==> src/rtl/boot_pkg.sv <==
package boot_pkg;

    // Constant ROM pattern: bit i = addr[i % aw] ^ ((i / aw) & 1) ^ salt
    function automatic logic [63:0] boot_rom_word(input int unsigned addr,
                                                  input int unsigned aw,
                                                  input int unsigned width,
                                                  input bit salt);
        logic [63:0] w;
        w = '0;
        for (int unsigned i = 0; i < 64; i++) begin
            if (i < width) begin
                w[i] = ((addr >> (i % aw)) & 1) != 0;
                w[i] = w[i] ^ (((i / aw) & 1) != 0) ^ salt;
            end
        end
        return w;
    endfunction

endpackage

==> src/rtl/boot_rom.sv <==
module boot_rom #(
    parameter int DEPTH = 512,
    parameter int WIDTH = 35,
    parameter bit SALT  = 1'b0,
    localparam int AW   = $clog2(DEPTH)
) (
    input  logic             clk,
    input  logic [AW-1:0]    addr,
    output logic [WIDTH-1:0] data
);
    import boot_pkg::*;

    logic [WIDTH-1:0] data_d;
    logic [WIDTH-1:0] data_q;

    always_comb begin
        data_d = WIDTH'(boot_rom_word(int'(addr), AW, WIDTH, SALT));
    end

    always_ff @(posedge clk) begin
        data_q <= data_d;
    end

    assign data = data_q;
endmodule

==> src/rtl/boot_ctrl_bank.sv <==
module boot_ctrl_bank #(
    parameter int NUM_CTRL = 2,
    parameter int CTRL_W   = 16,
    localparam int SELW    = (NUM_CTRL > 1) ? $clog2(NUM_CTRL) : 1
) (
    input  logic                       clk,
    input  logic                       rst_n,
    input  logic                       lock,
    input  logic                       wr_en,
    input  logic [SELW-1:0]            wr_sel,
    input  logic [CTRL_W-1:0]          wr_data,
    output logic [NUM_CTRL*CTRL_W-1:0] regs
);
    logic [NUM_CTRL-1:0][CTRL_W-1:0] bank_d;
    logic [NUM_CTRL-1:0][CTRL_W-1:0] bank_q;

    always_comb begin
        bank_d = bank_q;
        if (lock) begin
            bank_d = '0;
        end else if (wr_en) begin
            for (int r = 0; r < NUM_CTRL; r++) begin
                if (wr_sel == SELW'(r)) begin
                    bank_d[r] = wr_data;
                end
            end
        end
    end

    always_ff @(posedge clk or negedge rst_n) begin
        if (!rst_n) begin
            bank_q <= '0;
        end else begin
            bank_q <= bank_d;
        end
    end

    assign regs = bank_q;
endmodule

==> src/rtl/boot_seq.sv <==
module boot_seq #(
    parameter int PROG_DEPTH  = 512,
    parameter int PROG_W      = 35,
    parameter int PARAM_DEPTH = 256,
    parameter int PARAM_W     = 22,
    parameter int DATA_DEPTH  = 512,
    parameter int DATA_W      = 26,
    parameter int BOOT_CYCLES = 1024,
    parameter int NUM_CTRL    = 2,
    parameter int CTRL_W      = 16,
    localparam int PAW  = $clog2(PROG_DEPTH),
    localparam int RAW  = $clog2(PARAM_DEPTH),
    localparam int DAW  = $clog2(DATA_DEPTH),
    localparam int SELW = (NUM_CTRL > 1) ? $clog2(NUM_CTRL) : 1
) (
    input  logic                       clk,
    input  logic                       rst_n,
    input  logic                       host_we,
    input  logic [SELW-1:0]            host_sel,
    input  logic [CTRL_W-1:0]          host_wdata,
    output logic                       prog_we,
    output logic [PAW-1:0]             prog_addr,
    output logic [PROG_W-1:0]          prog_wdata,
    output logic                       param_we,
    output logic [RAW-1:0]             param_addr,
    output logic [PARAM_W-1:0]         param_wdata,
    output logic                       data_we,
    output logic [DAW-1:0]             data_addr,
    output logic [DATA_W-1:0]          data_wdata,
    output logic [NUM_CTRL*CTRL_W-1:0] ctrl_regs,
    output logic                       busy,
    output logic                       done
);
    localparam int WAW0 = (PAW > DAW) ? PAW : DAW;
    localparam int WAW  = (WAW0 > RAW) ? WAW0 : RAW;
    localparam int CW   = $clog2(BOOT_CYCLES + 1);

    typedef struct packed {
        logic [CW-1:0]  cyc;
        logic           fin;
        logic           pg_we;
        logic           pr_we;
        logic           dt_we;
        logic [WAW-1:0] wa;
    } seq_t;

    seq_t seq_d;
    seq_t seq_q;

    always_comb begin
        seq_d = seq_q;
        if (!seq_q.fin) begin
            seq_d.cyc = seq_q.cyc + CW'(1);
        end
        seq_d.fin   = seq_q.fin | (seq_q.cyc == CW'(BOOT_CYCLES - 1));
        seq_d.pg_we = !seq_q.fin && (seq_q.cyc < CW'(PROG_DEPTH));
        seq_d.pr_we = !seq_q.fin && (seq_q.cyc < CW'(PARAM_DEPTH));
        seq_d.dt_we = !seq_q.fin && (seq_q.cyc < CW'(DATA_DEPTH));
        seq_d.wa    = seq_q.cyc[WAW-1:0];
    end

    always_ff @(posedge clk or negedge rst_n) begin
        if (!rst_n) begin
            seq_q <= '0;
        end else begin
            seq_q <= seq_d;
        end
    end

    boot_rom #(.DEPTH(PROG_DEPTH), .WIDTH(PROG_W), .SALT(1'b0)) u_prog_rom (
        .clk  (clk),
        .addr (seq_q.cyc[PAW-1:0]),
        .data (prog_wdata)
    );

    boot_rom #(.DEPTH(PARAM_DEPTH), .WIDTH(PARAM_W), .SALT(1'b1)) u_param_rom (
        .clk  (clk),
        .addr (seq_q.cyc[RAW-1:0]),
        .data (param_wdata)
    );

    boot_ctrl_bank #(.NUM_CTRL(NUM_CTRL), .CTRL_W(CTRL_W)) u_ctrl (
        .clk     (clk),
        .rst_n   (rst_n),
        .lock    (!seq_q.fin),
        .wr_en   (host_we),
        .wr_sel  (host_sel),
        .wr_data (host_wdata),
        .regs    (ctrl_regs)
    );

    assign prog_we    = seq_q.pg_we;
    assign param_we   = seq_q.pr_we;
    assign data_we    = seq_q.dt_we;
    assign prog_addr  = seq_q.wa[PAW-1:0];
    assign param_addr = seq_q.wa[RAW-1:0];
    assign data_addr  = seq_q.wa[DAW-1:0];
    assign data_wdata = '0;
    assign done       = seq_q.fin;
    assign busy       = !seq_q.fin;
endmodule

==> config.mk <==
export PLATFORM = sky130hd
export DESIGN_NAME = boot_seq
export DESIGN_NICKNAME = d
export VERILOG_FILES = /design/src/rtl/boot_pkg.sv /design/src/rtl/boot_rom.sv /design/src/rtl/boot_ctrl_bank.sv /design/src/rtl/boot_seq.sv
export SDC_FILE = /design/constraint.sdc
export NUM_CORES = 1
export LEC_CHECK = 0
export BUFFER_PORTS_ARGS = -buffer_cell sky130_fd_sc_hd__buf_4
export CORE_AREA = 2 2 75 95
export DETAILED_ROUTE_END_ITERATION = 10
export DIE_AREA = 0 0 77 97
export GPL_TIMING_DRIVEN = 1
export PLACE_DENSITY = 0.95
export SETUP_SLACK_MARGIN = 0.15
export SKIP_LAST_GASP = 1
export SLEW_MARGIN = 0
export SYNTH_ARGS = -nofsm -noshare
export SYNTH_HDL_FRONTEND = slang
export SYNTH_SLANG_ARGS = --single-unit
==> constraint.sdc <==
create_clock -name clk -period 3.4 [get_ports clk]
set_input_delay 0.34 -clock clk [delete_from_list [all_inputs] [get_ports clk]]
set_output_delay 0.34 -clock clk [all_outputs]
set_load 0.03 [all_outputs]
# After elaboration in Yosys (flattened, before gate mapping)
# Cells that the tools add are included.
# totals
register_bits	112
inputBits	20
output_inout_bits	146
wordCells	35
# classes
addsub	1
n_lt_le_gt_ge	2
eq_ne	4
muxes	4
bitwise_logic	10
reduce_logical	5
# ops
cell	n
two-way mux 32 bit	2
two-way mux 16 bit	2
adder 11 x 1 -> 11 bit, second input constant	1
== test 11 x 10 -> 1 bit, second input constant	1
less-than comparator 11 x 10 -> 1 bit, second input constant	1
less-than comparator 11 x 9 -> 1 bit, second input constant	1
inverter 1 bit	9
!= test 2 bit, second input constant	3
AND reduction 2 bit	2
logical AND 1 bit	2
logical NOT 1 bit	1
bitwise OR 1 bit	1

# Depth between registers and ports, before layout
# depth
word_depth	3
ltp_mapped	5
mapped_depth_nobuf	4

# Hierarchy
# From an unflattened synthesis, not the netlist that was laid out.
# unflattened
hier_cells	309
hier_area_um2	3713.6
# by_module_without_submodules
mod	instances	cells_per_inst	area_per_inst_um2	seq_area_each_um2
boot_ctrl_bank	1	124	1521.5	800.8
boot_seq	1	111	1275.0	575.6
boot_rom (u_prog_rom)	1	44	521.8	360.3
boot_rom (u_param_rom)	1	30	395.4	320.3

# Worst setup path after synthesis
# No wires, ideal clock.
# synth_path
path_type	register to output
startpoint	register seq_q, in the netlist done
endpoint	output port busy
arrival_ns	1.257
required_time_ns	3.060
path_slack_ns	1.803
stages_incl_launch_ff	4
path_buffers	2
path_cell_list	dfrtp_1 -> buf_2 -> clkinv_1 -> clkbuf_1
# synth_via
elab_chain_cells	1
# synth_lines
element	line_no	source
from (decl)	boot_seq.sv:48	seq_t seq_q;
from (signal assigned)	boot_seq.sv:66	seq_q <= seq_d;
logical NOT 1 bit	boot_seq.sv:100	assign busy = !seq_q.fin;
to (decl)	boot_seq.sv:31	output logic busy,
# No other way between the ends.

# Worst setup path after layout
# Ends and elaborated chain as after synthesis.

==> results.md <==
- Hold/Removal Path Class: input port to asynchronous set/reset pin
- Initial Util: 48.62%
- TNS Setup: 0 ns
- RSZ-0062 raised after global routing: no
- DR vias/cell: 4.550
- Commonest non-fill, non-tap cells in the layout: buf_4 (140), nand2_1 (68), dfrtp_1 (55)
- Die W: 77 um
- Adder-cell area share of the yosys netlist: 0.3945%
- Largest net degree at the start of global routing: 56
- Longest Clk Path Bufs: 2
- Dpl ws: 1.750 ns
- CP Class: flip-flop to output pin
- Worst r2r path cells: 4
- P_leak: 0.001988 uW
- Cell variety after synth: 27
- Routed len/inst: 13.22 um
- H-tree levels: 3
- DIE HEIGHT: 97 um
- Worst-Skew Late Latency: 0.34 ns
- Final wirelength: 6373 um
- FF+latch count, synth: 73
- Post-cts sizing count: 0
- Rel. slew slack: 32.37%
- Syn_area_per_cell: 10.01 um2
- Worst Path Required: 3.06 ns
- Crit-path max FO: 34
- First-pass GRT wire length: 9867 um
- Period utilisation layout: 53.21%
- Iteration-0 DRC Markers: 64
- Endpoints failing setup: 0
- Placed inst area: 0.003686 mm2
- Simple-Gate Fraction of Synth Area: 12.07%
- # IOs: 166
- Grt ovf: 0
- Minimum clock period: 1.809 ns
- Fill cells: 544
- Final core occ: 59.40%
- CTS Hold Bufs: 0
- Commonest non-fill, non-tap cell in the layout: buf_4
- Post-route antenna net violation count: 0
- Xor and xnor area share after synthesis: 2.761%
- Core box area: 0.006524 mm2
- GRT Util Overall: 16.99%
- Gate Count Post-Synth: 317
- Number of global-route vias before repair: 2056
- Area leader, netlist: dfrtp_1
- Layout cells sized above 1: 39.49%
- Final routed DRC violation total: 0
- Post-synthesis compound-gate area fraction: 5.049%
- Postcts setup bufs: 0
- Max Fclk: 552.8 MHz
- Slew Viols, Final: 0
- R2r startpoint: seq_d[0]
- CP Capture Type: output pin
- Status: finished clean
- Reg2reg end: seq_d[6]
- Clock transition at the registers of the reported paths: 0.07 ns
- Max-capacitance violation count: 0
- CP startpoint kind: flip-flop
- Die outline area: 0.007469 mm2
- Pwr per Cell Area: 415.9 mW/mm2
- Worst VDD drop: 0.2765 mV
- Initial antenna violation count: 0
- R2r setup slk: 1.88 ns
- CTS buffer count: 9
- Number of detailed-route iterations in the first pass: 4
- Combinational family with the most area after synthesis: buffers and inverters
- Worst-Margin Slew: 1.012 ns
- Synth Cell Area: 0.003172 mm2
- Via count: 2193
- Post-layout instance area: 0.003875 mm2
- Clock sink total: 73
- Mux share of post-synthesis cell area: 0.3550%
- Sequential area share after synthesis: 54.75%
- Post-route worst setup slack: 1.591 ns
- Synth Warn #: 0
- # nets final: 411
- Final Hold Vio Count: 0
- Share of the synthesized area in the top cell type: 43.39%
- FP Rows: 33
- Antenna cell count: 0
- PortBufs: 139
- Clock tree root driver cell: clkbuf_8
- DP HPWL: 4699 um
- Synth top area cells: dfrtp_1 (43%), buf_4 (22%), dfxtp_1 (11%)
- Worst Path Arrival: 1.47 ns
- TritonCTS clock tree: yes
- Gp weighted congestion: 0.7457
- Final Skew: 0.006503 ns
- Area Growth Syn to Fin: 22.17%
## stage by stage
step / hold WS, ns / std cells / power (uW)
6_report: 0.03995 / 482 / 1612
5_1_grt: 0.07911 / 482 / 1665
4_1_cts: 0.05238 / 482 / 1623
3_5_place_dp: 0.4029 / 466 / 971.9
3_3_place_gp: 0.4054 / 466 / 970.2
2_1_floorplan: 0.04441 / 342 / 960.6
## cell type report
| type | instances | area, um2 | area share [%] |
|---|---|---|---|
| Inverter | 10 | 37.54 | 0.9687 |
| Multi-Input combinational cell | 156 | 752.0 | 19.41 |
| Timing Repair Buffer | 140 | 1051 | 27.12 |
| Clock buffer | 13 | 148.9 | 3.842 |
| Tap cell | 87 | 108.9 | 2.809 |
| Sequential cell | 73 | 1737 | 44.82 |
| Clock inverter | 3 | 40.04 | 1.033 |
## critical path: stages, from the launching register on
cell,delay [ns]
dfrtp_1,0.49
clkinv_1,0.08
buf_4,0.32
buf_4,0.23
## state kept, by name (all words and copies together), names as in the netlist
| register | count |
|---|---|
| u_param_rom.data | 16 |
| seq_d | 9 |
| seq_q | 2 |
| param_we | 1 |
| data_we | 1 |
| u_ctrl.regs | 32 |
| data_addr | 9 |
| done | 1 |
| u_prog_rom.data | 2 |
## power by group
group	switching [uW]	internal, uW
logic	71.5	18.4
registers	0	865
clock network	299	358
## cells in the mapped netlist (all sizes together)
cell	n
nor2	2
nor3	3
nand4	1
buf	96
nand2b	1
mux2	1
nand4b	1
clkbuf	7
xnor2	8
or3	1
xor2	2
inv	9
ha	1
a21oi	32
dfrtp	55
dfxtp	18
nand3b	1
nand2	68
and2	1
nor4	2
clkinv	1
nor2b	2
or4	1
conb	1
nand3	2
## per-layer routing
metal / up-vias / share of wire, % / global-route usage (%)
met3: 13 / 9.7 / 6.716
met4: 0 / 2.2 / 7.692
met5: - / 0 / 0
li1: 1023 / - / -
met2: 122 / 54 / 30.57
met1: 1035 / 34 / 17.03
## worst max path at each step
| stage | from | to | slack (ns) |
|---|---|---|---|
| after floorplan | done | busy | 1.80 |
| after global placement | host_sel | u_ctrl.regs[10] | 1.85 |
| after detailed placement | host_sel | u_ctrl.regs[14] | 1.75 |
| after CTS | done | busy | 1.58 |
| after global routing | done | busy | 1.49 |
| final | done | busy | 1.59 |
## cells by family (layout without fill, tap and decap cells)
family / after synthesis / count (layout)
compound gates: 32 / 32
simple gates: 86 / 86
xor+xnor: 10 / 10
fa+ha+maj: 1 / 1
other cells: 1 / 26
mux: 1 / 1
buf+inv: 113 / 166
flops: 73 / 73
No activity file was read; power rests on OpenSTA's default activity.
